<file path="config.mk">
export PLATFORM = sky130hd
export DESIGN_NAME = xbus_target
export DESIGN_NICKNAME = d
export VERILOG_FILES = /design/src/rtl/xbt_pkg.sv /design/src/rtl/xbt_decode.sv /design/src/rtl/xbt_waitgen.sv /design/src/rtl/xbt_lanes.sv /design/src/rtl/xbus_target.sv
export SDC_FILE = /design/constraint.sdc
export NUM_CORES = 1
export LEC_CHECK = 0
export BUFFER_PORTS_ARGS = -buffer_cell sky130_fd_sc_hd__buf_2
export CAP_MARGIN = 10
export CORE_AREA = 2 2 109 111
export DETAILED_ROUTE_END_ITERATION = 8
export DIE_AREA = 0 0 111 113
export PLACE_DENSITY = 0.71
export RECOVER_POWER = 25
export SLEW_MARGIN = 20
export SYNTH_ARGS = -nofsm -noshare
export SYNTH_HDL_FRONTEND = slang
export SYNTH_SLANG_ARGS = --single-unit
</file>
<file path="constraint.sdc">
create_clock -name clk -period 4.9 [get_ports clk]
set_clock_uncertainty 0.1 [all_clocks]
set_input_delay 0.245 -clock clk [delete_from_list [all_inputs] [get_ports clk]]
set_output_delay 0.245 -clock clk [all_outputs]
set_load 0.01 [all_outputs]
</file>
<file path="src/rtl/xbt_pkg.sv">
// Shared types of the split-phase bus target.
// Assumes: nothing beyond the parameters of the users.
package xbt_pkg;
    typedef enum logic {
        ST_IDLE = 1'b0,
        ST_ACT  = 1'b1
    } xbt_state_e;
endpackage

</file>
<file path="src/rtl/xbt_decode.sv">
// Window decode: a cycle is selected when the masked address matches the
// masked base and the space line equals the space the card lives in.
// Assumes: inputs are stable in the clock the result is used.
module xbt_decode #(
    parameter int ADDR_W     = 32,
    parameter bit MEM_TARGET = 1'b1
) (
    input  logic [ADDR_W-3:0] addr,
    input  logic [ADDR_W-3:0] base,
    input  logic [ADDR_W-3:0] mask,
    input  logic              mem,
    output logic              hit
);
    // Purpose: compare under mask and check the space.
    always_comb begin
        hit = (((addr ^ base) & mask) == '0) && (mem == MEM_TARGET);
    end
endmodule

</file>
<file path="src/rtl/xbt_waitgen.sv">
// Wait-state generator: on load the counter takes the configured count and
// ready drops; each falling bus strobe lowers the count; ready becomes set
// (and sticks) once the count is zero and the local side is ready.
// Assumes: load is a one-clock pulse at the start of each beat.
module xbt_waitgen #(
    parameter int WAIT_W = 4
) (
    input  logic              clk,
    input  logic              rst_n,
    input  logic              load,
    input  logic              fall,
    input  logic              loc_ready,
    input  logic [WAIT_W-1:0] cfg_wait,
    output logic              rdy
);
    logic [WAIT_W-1:0] cnt;

    // Purpose: count falling strobes and raise ready when allowed.
    always_ff @(posedge clk) begin
        if (!rst_n) begin
            cnt <= '0;
            rdy <= 1'b0;
        end else if (load) begin
            cnt <= cfg_wait;
            rdy <= 1'b0;
        end else begin
            if (fall && (cnt != '0)) begin
                cnt <= cnt - 1'b1;
            end
            if ((cnt == '0) && loc_ready) begin
                rdy <= 1'b1;
            end
        end
    end
endmodule

</file>
<file path="src/rtl/xbt_lanes.sv">
// Local write register: each byte lane takes the bus data on a write beat
// when its active-low enable is low, and holds its value otherwise.
// Assumes: DATA_W is a multiple of 8.
module xbt_lanes #(
    parameter int DATA_W = 32
) (
    input  logic                clk,
    input  logic                rst_n,
    input  logic                we,
    input  logic [DATA_W/8-1:0] be_n,
    input  logic [DATA_W-1:0]   wdata,
    output logic [DATA_W-1:0]   q
);
    localparam int LANES = DATA_W / 8;

    for (genvar i = 0; i < LANES; i++) begin : g_lane
        // Purpose: update one byte lane under its enable.
        always_ff @(posedge clk) begin
            if (!rst_n) begin
                q[8*i +: 8] <= '0;
            end else if (we && !be_n[i]) begin
                q[8*i +: 8] <= wdata[8*i +: 8];
            end
        end
    end
endmodule

</file>
<file path="src/rtl/xbus_target.sv">
// Target responder for a bus with an address phase and a transfer phase.
// Captures the cycle on the trailing edge of the address-phase strobe,
// decodes a window, acknowledges width, inserts wait states, returns read
// data or merges write data, and follows the master's burst confirmation.
// Assumes: bus-clock edges arrive as one-clock strobes on clk; bus inputs
// are synchronous to clk.
module xbus_target
    import xbt_pkg::*;
#(
    parameter int ADDR_W     = 32,
    parameter int DATA_W     = 32,
    parameter int WAIT_W     = 4,
    parameter bit WIDE32     = 1'b1,
    parameter bit BURST_EN   = 1'b1,
    parameter bit MEM_TARGET = 1'b1
) (
    input  logic                clk,
    input  logic                rst_n,
    input  logic                bclk_rise,
    input  logic                bclk_fall,
    input  logic                adr_ph_n,
    input  logic                xfer_ph_n,
    input  logic [ADDR_W-3:0]   bus_addr,
    input  logic [DATA_W/8-1:0] bus_be_n,
    input  logic                bus_wr,
    input  logic                bus_mem,
    input  logic                mburst_n,
    input  logic [DATA_W-1:0]   wdata_in,
    input  logic [ADDR_W-3:0]   cfg_base,
    input  logic [ADDR_W-3:0]   cfg_mask,
    input  logic [WAIT_W-1:0]   cfg_wait,
    input  logic                loc_ready,
    input  logic [DATA_W-1:0]   loc_rdata,
    output logic                ack32_n,
    output logic                ack16_n,
    output logic                ioack_n,
    output logic                wait_n,
    output logic                sburst_n,
    output logic                resp_oe,
    output logic [DATA_W-1:0]   rdata_out,
    output logic                rdata_oe,
    output logic [ADDR_W-3:0]   loc_addr,
    output logic [DATA_W/8-1:0] loc_be,
    output logic                loc_wr,
    output logic [DATA_W-1:0]   wr_data,
    output logic                wr_valid
);
    localparam int LANES = DATA_W / 8;

    xbt_state_e       state;
    logic             adr_q;
    logic             trail;
    logic             hit;
    logic             sel;
    logic             rdy;
    logic             act;
    logic             beat_done;
    logic             cont;
    logic             load;
    logic             wr_we;
    logic [LANES-1:0] beat_be_n;

    // Purpose: remember the previous address-phase strobe level.
    always_ff @(posedge clk) begin
        if (!rst_n) begin
            adr_q <= 1'b1;
        end else begin
            adr_q <= adr_ph_n;
        end
    end

    xbt_decode #(
        .ADDR_W     (ADDR_W),
        .MEM_TARGET (MEM_TARGET)
    ) u_dec (
        .addr (bus_addr),
        .base (cfg_base),
        .mask (cfg_mask),
        .mem  (bus_mem),
        .hit  (hit)
    );

    // Purpose: derive the cycle events from strobes and state.
    always_comb begin
        act       = (state == ST_ACT);
        trail     = !adr_q && adr_ph_n;
        sel       = trail && hit && !act;
        beat_done = act && !xfer_ph_n && bclk_rise && rdy;
        cont      = beat_done && BURST_EN && !mburst_n;
        load      = sel || cont;
        wr_we     = beat_done && loc_wr;
        beat_be_n = bus_be_n;
    end

    // Purpose: cycle state machine.
    always_ff @(posedge clk) begin
        if (!rst_n) begin
            state <= ST_IDLE;
        end else begin
            case (state)
                ST_IDLE: if (sel) state <= ST_ACT;
                ST_ACT: begin
                    if (xfer_ph_n) begin
                        state <= ST_IDLE;
                    end else if (beat_done && !cont) begin
                        state <= ST_IDLE;
                    end
                end
                default: state <= ST_IDLE;
            endcase
        end
    end

    // Purpose: capture address, enables and direction at selection.
    always_ff @(posedge clk) begin
        if (!rst_n) begin
            loc_addr <= '0;
            loc_be   <= '1;
            loc_wr   <= 1'b0;
        end else if (sel) begin
            loc_addr <= bus_addr;
            loc_be   <= bus_be_n;
            loc_wr   <= bus_wr;
        end
    end

    xbt_waitgen #(
        .WAIT_W (WAIT_W)
    ) u_wait (
        .clk       (clk),
        .rst_n     (rst_n),
        .load      (load),
        .fall      (bclk_fall),
        .loc_ready (loc_ready),
        .cfg_wait  (cfg_wait),
        .rdy       (rdy)
    );

    xbt_lanes #(
        .DATA_W (DATA_W)
    ) u_lanes (
        .clk   (clk),
        .rst_n (rst_n),
        .we    (wr_we),
        .be_n  (beat_be_n),
        .wdata (wdata_in),
        .q     (wr_data)
    );

    // Purpose: one-clock pulse after a completed write beat.
    always_ff @(posedge clk) begin
        if (!rst_n) begin
            wr_valid <= 1'b0;
        end else begin
            wr_valid <= wr_we;
        end
    end

    // Purpose: width acknowledge for the selected variant.
    if (WIDE32) begin : g_wide
        always_comb begin
            ack32_n = !act;
            ack16_n = 1'b1;
        end
    end else begin : g_narrow
        always_comb begin
            ack32_n = 1'b1;
            ack16_n = !act;
        end
    end

    // Purpose: remaining response lines and the read data path.
    always_comb begin
        ioack_n   = !act;
        wait_n    = !act || rdy;
        sburst_n  = !(act && BURST_EN);
        resp_oe   = act;
        rdata_oe  = act && !xfer_ph_n && !loc_wr;
        rdata_out = rdata_oe ? loc_rdata : '0;
    end
endmodule

</file>
==> flow_summary.rst <==
.. list-table::
   :header-rows: 1

   * - Metric
     - Value
   * - Internal portion of total power
     - 1.11 mW
   * - Detailed-placement wirelength estimate
     - 8880 um
   * - Floorplan Core Area
     - 0.0113 sq mm
   * - Post-Synthesis Mean Instance Area
     - 8.65 sq um
   * - Post-route setup TNS
     - 0 ns
   * - Total inserted antenna cells
     - 0
   * - Maximum achievable frequency
     - 0.361 GHz
   * - Min Tclk post-route
     - 2.77 ns
   * - Deepest level of the CTS H-tree
     - 3
   * - Yosys Warn Count
     - 0
   * - Number of failing hold endpoints at the final stage
     - 0
   * - Final setup violation count
     - 0
   * - Cells after DPL
     - 798
   * - Placer's final routability congestion estimate
     - 0.806
   * - CP startpoint
     - resp_oe
   * - Critical path start-end classification
     - reg -> reg
   * - Total global-route track usage
     - 17.4%
   * - Post-route worst setup slack
     - 2.13 ns
   * - Final slew viol count
     - 0
   * - Power density relative to cell area
     - 284 mW/mm^2
   * - Peak supply drop
     - 176 uV
   * - Number of fill cells
     - 1215
   * - Count of clock tree sinks
     - 75
   * - Die Width
     - 111 um
   * - Effective utilization at floorplan
     - 30.6%
   * - Ratio of final minimum period to clock period
     - 56.5%
   * - Share of synthesized area occupied by flip-flops and latches
     - 43.5%
   * - Number of iterations in the first detailed-routing pass
     - 5
   * - Hold crit path type
     - in -> reg
   * - Final WL
     - 11300 um
   * - Resized cells post-CTS
     - 0
   * - Synthesized flop and latch total
     - 75
   * - Main area contributors after synthesis
     - sky130_fd_sc_hd__dfxtp_1 (43%), sky130_fd_sc_hd__mux2i_1 (10%), sky130_fd_sc_hd__xor2_1 (7.6%), sky130_fd_sc_hd__and2_1 (5.8%), sky130_fd_sc_hd__a21oi_1 (5.7%)
   * - Top post-synthesis cells by count
     - sky130_fd_sc_hd__dfxtp_1 (75), sky130_fd_sc_hd__nand2_1 (42), sky130_fd_sc_hd__nor2_1 (41), sky130_fd_sc_hd__a21oi_1 (39), sky130_fd_sc_hd__o21ai_0 (37)
   * - Async SR Flop Fraction
     - 0%
   * - Wire length of the first global-routing pass
     - 17600 um
   * - Most instantiated library cell after synthesis
     - sky130_fd_sc_hd__dfxtp_1
   * - Crit end category
     - flip-flop
   * - Outcome
     - finished clean
   * - Unrepaired setup endpoints after global routing
     - no
   * - Count of input and output buffers
     - 277
   * - Fraction of post-synthesis cell area in the top cell type by area
     - 43.5%
   * - Final routed wire length divided by cell count
     - 14.0 um
   * - Count of nets left with antenna violations after detail routing
     - 0
   * - Worst-skew pair later-pin latency
     - 0.33 ns
   * - List of cells traversed by the critical path
     - nand4bb_1 -> a21oi_1 -> nand4_1 -> nor4_4 -> buf_12 -> mux2i_1 -> nor2_1
   * - TritonCTS clock tree
     - done
   * - Number of buffers created by CTS
     - 9
   * - CTS Hold Bufs
     - 0
   * - Overall overflow remaining after global route
     - 0
   * - Number of distinct library cells after synthesis
     - 30
   * - Gate power share
     - 12.7%
   * - Proportion of layout cells with a drive suffix above 1
     - 38.1%
   * - Part of the total power dissipated in the clock network
     - 44.3%
   * - Post-synth net total
     - 572
   * - Synth Flop Type
     - sky130_fd_sc_hd__dfxtp_1
   * - Net count, final
     - 839
   * - Average vias per placed instance
     - 4.58
   * - Pleak
     - 2.36 nW
   * - Post-route non-filler standard cell count
     - 813
   * - Area overhead of the layout relative to synthesis
     - 49.4%
   * - Maximum root-to-sink buffer count
     - 2
   * - Iteration-0 DRC Markers
     - 167
   * - Antenna violations before repair
     - 0
   * - Clock root buffer
     - sky130_fd_sc_hd__clkbuf_16
   * - Worst EP arrival
     - 2.85 ns
   * - Full die area
     - 0.0125 sq mm
   * - Switching Power
     - 0.355 mW
   * - Worst-case setup slack after placement
     - 2.01 ns
   * - Switching Share
     - 24.2%
   * - Netlist area before placement
     - 0.00345 sq mm
   * - Worst reg2reg path startpoint
     - resp_oe
   * - Cell accounting for the most synthesized area
     - sky130_fd_sc_hd__dfxtp_1
   * - Slowest stage cell on the critical path
     - sky130_fd_sc_hd__nor4_4
   * - Required time of the critical path
     - 4.98 ns
   * - Vias in the first global route
     - 3468
   * - EDFF count, synth
     - 0
   * - Post-CTS setup buffers
     - 0
   * - Hold path startpoint
     - adr_ph_n
   * - Sequential Power Share
     - 43.1%
   * - Crit path max fanout
     - 30
   * - Number of remaining DRC errors
     - 0
   * - Count of maximum capacitance violations
     - 0
   * - CP startpoint kind
     - flip-flop
   * - Die Y
     - 113 um
   * - Row cnt
     - 39
   * - Maximum number of pins on one net before global-route repair
     - 69
   * - Critical path's largest stage delay
     - 0.91 ns
   * - End-of-flow core utilization
     - 45.8%
   * - Num ports
     - 279
   * - Slew at the pin closest to its max-slew limit
     - 0.995 ns
   * - Hold Slack
     - 0.0259 ns
   * - Slew Limit Headroom
     - 33.2%
   * - Clock transition at path regs
     - 0.06 ns
   * - Count of vias placed by the detailed router
     - 3722
   * - Number of cells produced by synthesis
     - 399
## cells by family (layout without fill, tap and decap cells)
| kind of cell | count (synthesis) | count (layout) | share of synthesized area (%) |
|---|---|---|---|
| AOI/OAI and AO/OA | 91 | 91 | 14.3 |
| xor gates and xnor gates | 31 | 31 | 7.87 |
| adders and majority gates | 1 | 1 | 0.362 |
| buffers and inverters | 29 | 300 | 4.42 |
| DFF | 75 | 75 | 43.5 |
| muxes | 36 | 36 | 10.4 |
| other | 1 | 1 | 0.109 |
| and+or+nand+nor | 135 | 135 | 19.0 |
## power by group through the flow
stage	Sequential [mW]	Clock, mW	Combinational, mW
floorplan	0.643	0	0.0930
global placement	0.645	0	0.186
detailed placement	0.645	0	0.186
CTS	0.632	0.674	0.187
global route	0.634	0.697	0.209
finish	0.632	0.650	0.186
## sequential cells by signal, indices dropped and copies added, names as in the netlist
signal	cells
u_lanes.q	32
loc_be	4
adr_q	1
loc_addr	30
wr_valid	1
u_wait.cnt	4
u_wait.rdy	1
resp_oe	1
loc_wr	1
## worst paths after layout
| check | cells after the start | to | slack, ns |
|---|---|---|---|
| worst max register to register | 7 | loc_addr[8] | 2.13 |
| worst min register to register | 2 | loc_be[2] | 0.37 |
| worst max-delay path | 7 | loc_addr[8] | 2.13 |
| worst min-delay path | 2 | adr_q | 0.03 |
## through the flow
step	power (mW)	area, sq um
after floorplan	0.736	3450
after global placement	0.831	4920
after detailed placement	0.831	4920
after CTS	1.49	5210
after global routing	1.54	5160
final	1.47	5160
## worst max-delay path: cells and delay by family, from the launching register on
family                 cells  cell delay [ns]
AO/OA/AOI/OAI              1             0.24
buffers and inverters      1             0.32
flip-flops                 1             0.34
multiplexers               1             0.21
AND/OR/NAND/NOR            4             1.37
## cell type report
type	instances	area (sq um)	area share [%]
Clock inverter	6	66.3	1.29
Timing Repair Buffer	281	1370	26.6
Sequential cell	75	1500	29.1
Inverter	4	15.0	0.291
Tap cell	143	179	3.47
Clock buffer	9	225	4.37
Multi-Input combinational cell	295	1800	34.9
## routing by layer
metal	wire, um	share of wire (%)	global-route usage, %
met4	87	0.77	5.00
met5	0	0	0
met1	4560	40	20.1
met3	769	6.8	4.07
met2	5930	52	32.2
## cells in the final DEF (no fill, tap or decap), types with 9 or more instances in the layout
| master | instances |
|---|---|
| sky130_fd_sc_hd__mux2i_1 | 36 |
| sky130_fd_sc_hd__nor2_1 | 41 |
| sky130_fd_sc_hd__a21oi_1 | 39 |
| sky130_fd_sc_hd__buf_2 | 232 |
| sky130_fd_sc_hd__and2_1 | 32 |
| sky130_fd_sc_hd__a22oi_1 | 13 |
| sky130_fd_sc_hd__clkbuf_16 | 9 |
| sky130_fd_sc_hd__dfxtp_1 | 75 |
| sky130_fd_sc_hd__nand2_1 | 42 |
| sky130_fd_sc_hd__clkbuf_1 | 45 |
| sky130_fd_sc_hd__xor2_1 | 30 |
| sky130_fd_sc_hd__o21ai_0 | 37 |
No activity file was read; power rests on OpenSTA's default activity.
